`src/rtl/xctl_pkg.sv`:
```
package xctl_pkg;
   typedef enum logic [2:0] {
      MODE_COMPAT   = 3'd0,
      MODE_BYTE     = 3'd1,
      MODE_PPFIFO   = 3'd2,
      MODE_XFIFO    = 3'd3,
      MODE_ADDRDATA = 3'd4,
      MODE_RSVD     = 3'd5,
      MODE_FTEST    = 3'd6,
      MODE_CONFIG   = 3'd7
   } xmode_e;

   typedef enum logic [1:0] {
      FLG_PARTIAL = 2'b00,
      FLG_EMPTY   = 2'b01,
      FLG_FULL    = 2'b10
   } fflag_e;

   localparam logic [2:0] OFS_DATA = 3'd0;
   localparam logic [2:0] OFS_CFG  = 3'd1;
   localparam logic [2:0] OFS_CTL  = 3'd2;
endpackage

```
`src/rtl/xctl_fifo.sv`:
```
module xctl_fifo
   import xctl_pkg::*;
#(
   parameter int DATA_W = 8,
   parameter int DEPTH  = 2
) (
   input  logic              clk,
   input  logic              rst_n,
   input  logic              push_i,
   input  logic              pop_i,
   input  logic              flush_i,
   input  logic [DATA_W-1:0] din,
   output logic [DATA_W-1:0] dout,
   output fflag_e            flags_o
);
   localparam int PTR_W = (DEPTH > 1) ? $clog2(DEPTH) : 1;
   localparam bit POW2  = (DEPTH & (DEPTH - 1)) == 0;

   if (DEPTH < 2) begin : g_bad_depth
      $error("xctl_fifo: DEPTH must be at least 2");
   end

   logic [DATA_W-1:0] mem [DEPTH];
   logic [PTR_W-1:0]  wptr_q, rptr_q;
   logic [PTR_W-1:0]  wptr_nx, rptr_nx;
   logic              w_wrap, r_wrap;
   fflag_e            flags_q;
   logic              do_push, do_pop;

   assign do_push = push_i && !flush_i && (flags_q != FLG_FULL);
   assign do_pop  = pop_i && !flush_i && (flags_q != FLG_EMPTY);

   if (POW2) begin : g_wrap_carry
      logic [PTR_W:0] w_inc, r_inc;
      assign w_inc   = {1'b0, wptr_q} + 1'b1;
      assign r_inc   = {1'b0, rptr_q} + 1'b1;
      assign w_wrap  = w_inc[PTR_W];
      assign r_wrap  = r_inc[PTR_W];
      assign wptr_nx = w_inc[PTR_W-1:0];
      assign rptr_nx = r_inc[PTR_W-1:0];
   end else begin : g_wrap_cmp
      localparam logic [PTR_W-1:0] LAST = PTR_W'(DEPTH - 1);
      assign w_wrap  = (wptr_q == LAST);
      assign r_wrap  = (rptr_q == LAST);
      assign wptr_nx = w_wrap ? '0 : wptr_q + 1'b1;
      assign rptr_nx = r_wrap ? '0 : rptr_q + 1'b1;
   end

   always_ff @(posedge clk) begin
      if (do_push) mem[wptr_q] <= din;
   end

   always_ff @(posedge clk) begin
      if (!rst_n) begin
         wptr_q  <= '0;
         rptr_q  <= '0;
         flags_q <= FLG_EMPTY;
      end else if (flush_i) begin
         wptr_q  <= '0;
         rptr_q  <= '0;
         flags_q <= FLG_EMPTY;
      end else if (do_push) begin
         wptr_q  <= wptr_nx;
         flags_q <= w_wrap ? FLG_FULL : FLG_PARTIAL;
      end else if (do_pop) begin
         rptr_q  <= rptr_nx;
         flags_q <= (rptr_nx == wptr_q) ? FLG_EMPTY : FLG_PARTIAL;
      end
   end

   assign dout    = (flags_q == FLG_EMPTY) ? '1 : mem[rptr_q];
   assign flags_o = flags_q;

   assert_flags_legal_R2: assert property (@(posedge clk) disable iff (!rst_n)
      flags_q != fflag_e'(2'b11));

   assert_flush_empties_R7: assert property (@(posedge clk) disable iff (!rst_n)
      flush_i |=> (flags_q == FLG_EMPTY && wptr_q == '0 && rptr_q == '0));

   assert_no_overflow_R9: assert property (@(posedge clk) disable iff (!rst_n)
      (push_i && !flush_i && flags_q == FLG_FULL) |=> (flags_q == FLG_FULL && $stable(wptr_q)));

   assert_no_underflow_R9: assert property (@(posedge clk) disable iff (!rst_n)
      (pop_i && !push_i && !flush_i && flags_q == FLG_EMPTY) |=> (flags_q == FLG_EMPTY && $stable(rptr_q)));
endmodule

```
`src/rtl/xctl_regs.sv`:
```
module xctl_regs
   import xctl_pkg::*;
#(
   parameter int DATA_W = 8
) (
   input  logic              clk,
   input  logic              rst_n,
   input  logic              wr_en,
   input  logic [2:0]        addr,
   input  logic [DATA_W-1:0] wdata,
   output xmode_e            mode_o,
   output logic [DATA_W-6:0] mid_o,
   output logic [DATA_W-1:0] cfg_o,
   output logic [DATA_W-1:0] plain_o,
   output logic              test_o,
   output logic              flush_o
);
   localparam int MID_W = DATA_W - 5;

   if (DATA_W < 6) begin : g_bad_width
      $error("xctl_regs: DATA_W must leave room for mode and flags");
   end

   xmode_e            mode_q, mode_wr;
   logic [MID_W-1:0]  mid_q;
   logic [DATA_W-1:0] cfg_q, plain_q;
   logic              ctl_wr;

   assign mode_wr = xmode_e'(wdata[DATA_W-1 -: 3]);
   assign ctl_wr  = wr_en && (addr == OFS_CTL);
   assign test_o  = (mode_q == MODE_FTEST);
   assign flush_o = ctl_wr && (mode_wr != mode_q);

   always_ff @(posedge clk) begin
      if (!rst_n) begin
         mode_q  <= MODE_COMPAT;
         mid_q   <= '0;
         cfg_q   <= '0;
         plain_q <= '0;
      end else if (wr_en) begin
         case (addr)
            OFS_DATA: if (!test_o) plain_q <= wdata;
            OFS_CFG:  cfg_q <= wdata;
            OFS_CTL: begin
               mode_q <= mode_wr;
               mid_q  <= wdata[DATA_W-4:2];
            end
            default: ;
         endcase
      end
   end

   assign mode_o  = mode_q;
   assign mid_o   = mid_q;
   assign cfg_o   = cfg_q;
   assign plain_o = plain_q;

   assert_mode_hold_R5: assert property (@(posedge clk) disable iff (!rst_n)
      !ctl_wr |=> $stable(mode_q));

   assert_plain_hold_R4: assert property (@(posedge clk) disable iff (!rst_n)
      (wr_en && test_o) |=> $stable(plain_q));
endmodule

```
`src/rtl/xctl_window.sv`:
```
module xctl_window
   import xctl_pkg::*;
#(
   parameter int DATA_W     = 8,
   parameter int FIFO_DEPTH = 2
) (
   input  logic              clk,
   input  logic              rst_n,
   input  logic              wr_en,
   input  logic              rd_en,
   input  logic [2:0]        addr,
   input  logic [DATA_W-1:0] wdata,
   output logic [DATA_W-1:0] rdata
);
   localparam int MID_W = DATA_W - 5;

   xmode_e            mode;
   logic [MID_W-1:0]  mid;
   logic [DATA_W-1:0] cfg, plain, fifo_dout;
   logic              test, flush, push, pop;
   fflag_e            flags;

   xctl_regs #(.DATA_W(DATA_W)) u_regs (
      .clk(clk), .rst_n(rst_n), .wr_en(wr_en), .addr(addr), .wdata(wdata),
      .mode_o(mode), .mid_o(mid), .cfg_o(cfg), .plain_o(plain),
      .test_o(test), .flush_o(flush)
   );

   assign push = wr_en && (addr == OFS_DATA) && test;
   assign pop  = rd_en && (addr == OFS_DATA) && test;

   xctl_fifo #(.DATA_W(DATA_W), .DEPTH(FIFO_DEPTH)) u_fifo (
      .clk(clk), .rst_n(rst_n), .push_i(push), .pop_i(pop), .flush_i(flush),
      .din(wdata), .dout(fifo_dout), .flags_o(flags)
   );

   always_comb begin
      case (addr)
         OFS_DATA: rdata = test ? fifo_dout : plain;
         OFS_CFG:  rdata = cfg;
         OFS_CTL:  rdata = {mode, mid, flags};
         default:  rdata = '1;
      endcase
   end

   assert_one_strobe_R1: assert property (@(posedge clk) disable iff (!rst_n)
      !(wr_en && rd_en));
endmodule

```
`config.mk`:
```
export PLATFORM = sky130hd
export DESIGN_NAME = xctl_window
export DESIGN_NICKNAME = d
export VERILOG_FILES = /design/src/rtl/xctl_pkg.sv /design/src/rtl/xctl_fifo.sv /design/src/rtl/xctl_regs.sv /design/src/rtl/xctl_window.sv
export SDC_FILE = /design/constraint.sdc
export NUM_CORES = 1
export LEC_CHECK = 0
export ABC_CLOCK_PERIOD_IN_PS = 2600
export CAP_MARGIN = 40
export CORE_UTILIZATION = 25
export CTS_BUF_LIST = sky130_fd_sc_hd__clkbuf_8
export CTS_CLUSTER_SIZE = 30
export DETAILED_ROUTE_END_ITERATION = 6
export DONT_BUFFER_PORTS = 1
export HOLD_SLACK_MARGIN = 0.06
export PLACE_DENSITY = 0.45
export SETUP_SLACK_MARGIN = 0.5
export SYNTH_ARGS = -nofsm -noshare
export SYNTH_HDL_FRONTEND = slang
export SYNTH_SLANG_ARGS = --single-unit
```
`constraint.sdc`:
```
create_clock -name clk -period 2.6 [get_ports clk]
set_input_delay 0.78 -clock clk [delete_from_list [all_inputs] [get_ports clk]]
set_output_delay 0.78 -clock clk [all_outputs]
set_load 0.005 [all_outputs]
```
==> reports/qor.yml, run 1 <==
clock_tree:
  clkSlewWorstSetupHoldPaths_ns: 0.08
  tritoncts: "done"
  clock_sinks: 43
  root_buffer: "clkbuf_8"
  clock_latency_ns: 0.30
  cts_buffer_depth: 2
  cts_made_buffers: 5
  htreeDepth: 2
floorplanning:
  die_w_um: 90.90
  die_h_um: 90.90
  core_um2: 7687
  start_util: 0.2570
  io_pins: 23
  dieArea_um2: 8262
  core.rowCount: 32
routing:
  via_per_inst: 4.702
  vias: 1453
  finalWirelength_um: 5084
  drtIter0Drc: 93
  drtPass1Iterations: 6
  wl_per_cell_um: 16.45
  drc: 1
  detail-route-antenna-nets: 0
synth:
  synth_area_leaders: "dfxtp_1, edfxtp_1, mux2i_1, a21oi_1, nor2b_1"
  synth-main-ff-cell: "dfxtp_1"
  yosys.area.top_type: "dfxtp_1"
  synthCells: 198
  synth-edff-count: 16
  post-synth-top-count-cell: "dfxtp_1"
  synthArstFlopShare: 0
  yosysTopAreaCellShare: 0.2736
  ys_seq_area_frac: 0.5168
  synth.cell_area_um2: 1976
  yosysUniqueCellTypes: 31
  yosys_warnings: 0
  synth_nets: 213
  postSynthAreaPerCell_um2: 9.978
  ys_top_cells_by_count: "dfxtp_1, mux2i_1, a21oi_1"
  synth-seq-cells: 43
critical_path:
  worstSetupPathType: "reg2out"
  path_max_fanout: 5
  crit_cells: 4
  cp_top_family: "flip-flops"
  r2r_cells: 5
  max_stage_delay_ns: 0.40
  slowest_stage: "dfxtp_4"
  cp-end-kind: "output port"
  crit_chain: "buf_12, mux2i_1, a21oi_2, or3_4"
  crit_arrival_ns: 1.57
  required_ns: 1.82
  crit_path_end: "rdata[1]"
  crit_buf_inv: 1
  timing.rr.end: "u_fifo.mem[0][6]"
  reg2reg_slack_ns: 0.65
  setup.worst_path.start_class: "flip-flop"
  rr_startpoint: "u_regs.mode_o[0]"
power_and_ir_drop:
  cellLeakagePower_nw: 0.7614
  powerDensity_nw_per_um2: 505.3
  ir_drop_mv: 0.1948
cells_and_area:
  final_net_count: 221
  drive_gt1_frac: 0.1981
  syn2layout_area_growth_pct: 18.30
  diodes: 0
  final_cells: 309
placement:
  dp.cells: 293
  dp_slack_ns: 0.2363
  dp_hpwl_um: 3420
  numPortBuffers: 0
  gp_congestion: 0.7359
timing:
  rsz0062_at_grt: "true"
  finClkSkew_ns: 0.003687
  maxSlewHeadroom: 0.6925
  finalSetupViolCount: 0
  min_period_ns: 2.347
  max_freq_ghz: 0.4260
  timing.final.ws_setup_ns: 0.2526
  setup_tns_ns: 0
  report.final.slew_viol_count: 0
  tightest_slew_ns: 0.4591
  finalHoldViolations: 0
  fin_crit_sh: 0.9028
global_route:
  grtUsageTotal: 0.1327
  antenna_found_initial: 0
  grt_overflow: 0
  grt_pass1_vias: 1468
  grt_pass1_wl_um: 8328
  grt_max_degree: 25
outcome:
  violations: "design-rule violations"
  status: "complete, but fails checks"
flow_run:
  max_cap_violations: 0
min_path:
  hold_path.class: "reg2reg"
[layout make-up]
class                      count  area, µm²
fill                         825       5350
sequential                    43       1031
multi-input combinational    140      965.9
tap                          102      127.6
timing repair buffer          14      121.4
clock buffer                   5      68.82
clock inverter                 3      15.01
inverter                       2      7.507
[layer usage]
layer  up-vias  GRT usage  share of wire
li1        721          -              -
met1       688     0.1625           0.44
met2        36     0.2210           0.50
met3         8    0.03872          0.047
met4         0    0.04762          0.016
met5         -          0              0
[worst min path at each step]
stage / to / from / cells after the start
floorplan: u_regs.plain_o[0] / u_regs.plain_o[0] / 2
global placement: u_regs.plain_o[3] / u_regs.plain_o[3] / 2
detailed placement: u_regs.plain_o[3] / u_regs.plain_o[3] / 2
CTS: u_regs.plain_o[4] / u_regs.plain_o[4] / 2
global route: u_regs.plain_o[4] / u_regs.plain_o[4] / 2
finish: u_regs.plain_o[5] / u_regs.plain_o[5] / 2
[registers in the layout, indices dropped and copies added, names as in the netlist, named ones only]
register / cells
u_fifo.rptr_q: 1
u_regs.mode_o: 3
u_regs.plain_o: 8
u_fifo.flags_o: 2
u_regs.cfg_o: 8
u_regs.mid_o: 3
u_fifo.mem: 16
u_fifo.wptr_q: 1
[metrics by stage]
step,instance area (µm²),util,hold slack (ns),power (W)
floorplan,2078,-,0.4403,0.0007901
global placement,2137,0.2780,0.4496,0.0007798
detailed placement,2137,0.2780,0.4537,0.0007797
CTS,2313,0.3009,0.4718,0.001196
global route,2337,0.3040,0.5019,0.001226
finish,2337,0.3040,0.4725,0.001181
[power by group]
| part | internal (W) | switching (W) | total [W] |
|---|---|---|---|
| logic | 0.0000356 | 0.0000281 | 0.0000637 |
| registers | 0.000702 | 0.00000374 | 0.000706 |
| clock network | 0.000183 | 0.000229 | 0.000412 |
[repair_timing]
item	4_1_cts	5_1_grt
hold endpoints to repair	0	0
resized for setup	15	10
gates cloned	1	0
endpoints found under the setup margin	8	8
buffers inserted	7	0
hold buffers	0	0
pin swaps	3	3
[cells by family after synthesis]
| family | after synthesis | share of synthesized area |
|---|---|---|
| compound gates | 43 | 0.1267 |
| mux | 22 | 0.1115 |
| simple gates | 70 | 0.1887 |
| buf+inv | 15 | 0.03420 |
| flops | 43 | 0.5168 |
| xor+xnor | 5 | 0.02216 |
[worst register-to-register path, delay by kind of cell, from the launching register on]
family	cells	cell delay, ns
flip-flops	1	0.32
buffers and inverters	2	0.27
AND/OR/NAND/NOR	3	1.01
[layout by cell type (no fill, tap or decap), types with 2 or more instances in the layout]
cell type / netlist / routed
a21boi_0: 8 / 8
a21oi_1: 19 / 16
a21oi_2: 0 / 3
buf_4: 0 / 12
clkbuf_8: 0 / 5
clkinv_1: 0 / 2
dfxtp_1: 27 / 23
dfxtp_2: 0 / 2
dfxtp_4: 0 / 2
edfxtp_1: 16 / 16
inv_1: 2 / 2
mux2i_1: 22 / 21
nand2_1: 12 / 12
nand3_1: 8 / 8
nor2_1: 17 / 17
nor2b_1: 15 / 14
nor4bb_2: 0 / 2
o21ai_0: 10 / 3
o21ai_1: 0 / 5
o21ai_2: 0 / 2
o31ai_1: 2 / 2
or3_1: 8 / 5
or3_4: 0 / 3
xor2_1: 4 / 4
Power figures use the tool's default switching activity.
==> run 2: changes to the inputs <==
--- a/config.mk
+++ b/config.mk
@@ -7,14 +7,15 @@
 export LEC_CHECK = 0
 export ABC_CLOCK_PERIOD_IN_PS = 2600
 export CAP_MARGIN = 40
-export CORE_UTILIZATION = 25
+export CORE_UTILIZATION = 36
 export CTS_BUF_LIST = sky130_fd_sc_hd__clkbuf_8
 export CTS_CLUSTER_SIZE = 30
 export DETAILED_ROUTE_END_ITERATION = 6
 export DONT_BUFFER_PORTS = 1
 export HOLD_SLACK_MARGIN = 0.06
-export PLACE_DENSITY = 0.45
+export PLACE_DENSITY = 0.57
 export SETUP_SLACK_MARGIN = 0.5
 export SYNTH_ARGS = -nofsm -noshare
 export SYNTH_HDL_FRONTEND = slang
+export SYNTH_HIERARCHICAL = 1
 export SYNTH_SLANG_ARGS = --single-unit
==> run 2 against run 1 <==
Compared with the run above: the run now ends clean; worst hold slack lost 0.0045 ns; via count shrank 0.41%; synthesized cell count shrank 3.5%; critical path depth shrank 1; count of clock-buffer cells in the layout is the same; clock skew grew 0.0023 ns; area after synthesis grew 5.2%; maximum frequency grew 5.7%; critical path type unchanged; largest cell class is now multi-input gates; largest power group unchanged.
==> reports/qor.yml, run 2 <==
outcome:
  status: "finished, final reports clean"  # was complete, but fails checks
routing:
  finalWirelength_um: 4661  # was 5084 µm
  wl_per_cell_um: 17.39  # was 16.45 µm
  detail-route-antenna-nets: 0  # unchanged
  drtIter0Drc: 52  # was 93
  vias: 1447  # was 1,453
  drc: 0  # was 1
  via_per_inst: 5.399  # was 4.702
  drtPass1Iterations: 4  # was 6
timing:
  timing.final.ws_setup_ns: 0.3794  # was 0.2526 ns
  report.final.slew_viol_count: 0  # unchanged
  min_period_ns: 2.221  # was 2.347 ns
  finClkSkew_ns: 0.006028  # was 0.003687 ns
  rsz0062_at_grt: "true"  # unchanged
  finalSetupViolCount: 0  # unchanged
  setup_tns_ns: 0  # unchanged
  max_freq_ghz: 0.4503  # was 0.4260 GHz
  finalHoldViolations: 0  # unchanged
  fin_crit_sh: 0.8541  # was 0.9028
  whs_ns: 0.4680  # was 0.4725 ns
  tightest_slew_ns: 0.7643  # was 0.4591 ns
  maxSlewHeadroom: 0.4866  # was 0.6925
cells_and_area:
  top_register: "u_fifo/mem"  # was u_fifo.mem
  diodes: 0  # unchanged
  most-common-layout-cells: "mux2i_1, nand2_1, dfxtp_1, edfxtp_1, nor2b_1"  # was dfxtp_1, mux2i_1, nor2_1, a21oi_1, edfxtp_1
  multiInputGateArea_um2: 1129  # was 965.9 µm²
  largest_reg_flops: 16  # unchanged
  fill_cells: 532  # was 825
  drive_gt1_frac: 0.2398  # was 0.1981
  syn2layout_area_growth_pct: 16.80  # was 18.30%
  final_common_cell: "mux2i_1"  # was dfxtp_1
  final_net_count: 210  # was 221
  ff_latch_area_um2: 1032  # was 1031 µm²
  fin_util: 0.4381  # was 0.3040
synth:
  synth_nets: 206  # was 213
  synth_area_leaders: "dfxtp_1, edfxtp_1, mux2i_1, nand2_1, nor2b_1"  # was dfxtp_1, edfxtp_1, mux2i_1, a21oi_1, nor2b_1
  yosys.area.top_type: "dfxtp_1"  # unchanged
  synth-seq-cells: 43  # unchanged
  post-synth-top-count-cell: "mux2i_1"  # was dfxtp_1
  synthArstFlopShare: 0  # unchanged
  synth.cell_area_um2: 2078  # was 1976 µm²
  yosysUniqueCellTypes: 32  # was 31
  yosysTopAreaCellShare: 0.2601  # was 0.2736
  synth-main-ff-cell: "dfxtp_1"  # unchanged
  ys_top_cells_by_count: "mux2i_1, dfxtp_1, nand2_1"  # was dfxtp_1, mux2i_1, a21oi_1
  ys_seq_area_frac: 0.4913  # was 0.5168
  yosys_warnings: 6  # was 0
  postSynthAreaPerCell_um2: 10.88  # was 9.978 µm²
  synth-edff-count: 16  # unchanged
  synthCells: 191  # was 198
clock_tree:
  root_buffer: "clkbuf_8"  # unchanged
  htreeDepth: 2  # unchanged
  tritoncts: "done"  # unchanged
  clock_latency_ns: 0.29  # was 0.30 ns
  clkSlewWorstSetupHoldPaths_ns: 0.08  # about the same
  cts_buffer_depth: 2  # unchanged
  cts_made_buffers: 5  # unchanged
  ctsHoldBuffers: 0  # unchanged
  clock_sinks: 43  # unchanged
critical_path:
  path_max_fanout: 6  # was 5
  worstSetupPathType: "reg2out"  # unchanged
  required_ns: 1.82  # about the same
  r2r_cells: 5  # unchanged
  setup.worst_path.start_class: "flip-flop"  # unchanged
  cp-end-kind: "output port"  # unchanged
  crit_arrival_ns: 1.44  # was 1.57 ns
flow_run:
  max_cap_violations: 0  # unchanged
floorplanning:
  core_um2: 5540  # was 7687 µm²
  dieArea_um2: 6081  # was 8262 µm²
  io_pins: 23  # unchanged
  die_h_um: 77.98  # was 90.90 µm
  core.rowCount: 27  # was 32
  start_util: 0.3751  # was 0.2570
  die_w_um: 77.98  # was 90.90 µm
global_route:
  use_met2: 0.2903  # was 0.2210
  grt_overflow: 0  # unchanged
  grtUsageTotal: 0.1670  # was 0.1327
  grt_pass1_vias: 1476  # was 1,468
  globalRouteMet3Util: 0.03412  # was 0.03872
  antenna_found_initial: 0  # unchanged
  grt_pass1_wl_um: 7569  # was 8328 µm
  grt_max_degree: 32  # was 25
  met1_usage: 0.1973  # was 0.1625
  busiest_layer: "met2"  # unchanged
min_path:
  hold_depth: 2  # unchanged
  hold_path.class: "reg2reg"  # unchanged
power_and_ir_drop:
  powerDensity_nw_per_um2: 531.1  # was 505.3 nW/µm²
  design_power_total_w: 0.001289  # was 0.001181 W
  ir_drop_mv: 0.3225  # was 0.1948 mV
  cellLeakagePower_nw: 0.7253  # was 0.7614 nW
placement:
  dp_hpwl_um: 3255  # was 3420 µm
  dp_slack_ns: 0.2959  # was 0.2363 ns
  gp_congestion: 0.7950  # was 0.7359
  numPortBuffers: 0  # unchanged
run 2: final cells by class:
class	instances	area share
Clock buffer	5	0.02835
Clock inverter	3	0.01804
Inverter	3	0.004639
Multi-Input combinational cell	135	0.4649
Sequential cell	43	0.4253
Tap cell	72	0.03711
Timing Repair Buffer	7	0.02165
run 2: routing by layer:
layer,part of all wire,up-vias
li1,-,697
met1,0.43,697
met2,0.50,45
met3,0.046,8
met4,0.024,0
met5,0,-
run 2: final timing paths:
check	slack [ns]	to	from
min	0.47	u_regs/plain_o[2]	u_regs/plain_o[2]
max	0.38	rdata[5]	u_regs/mode_o[0]
max reg2reg	0.67	u_fifo/mem[0][5]	u_regs/mode_o[1]
min reg2reg	0.47	u_regs/plain_o[2]	u_regs/plain_o[2]
run 2: cell families after synthesis:
group           share of synthesized area
compound gates                    0.05901
flops                              0.4913
simple gates                       0.2077
fa+ha+maj                        0.005418
buf+inv                           0.03251
mux                                0.1830
xor+xnor                          0.02108
run 2: through the flow:
stage,instances,instance area (µm²)
finish,268,2427
detailed placement,254,2175
CTS,268,2416
floorplan,191,2113
global placement,254,2175
global route,268,2427
run 2: what timing repair did:
action                                  CTS  global route
gates resized for setup                  22             3
endpoints found under the setup margin    8             8
setup buffers                             5             0
pin swaps                                 4             2
gates cloned                              1             0
run 2: worst max-delay path, cell delays in order, from the launching register on:
cell      delay [ns]
dfxtp_4         0.35
and3b_4         0.39
mux2i_2         0.31
a221oi_2        0.10
run 2: report_power, final:
part           internal [W]  switching, W  total (W)
clock              0.000286      0.000221   0.000507
sequential         0.000702    0.00000500   0.000707
combinational     0.0000412     0.0000342  0.0000754
total               0.00103      0.000260    0.00129
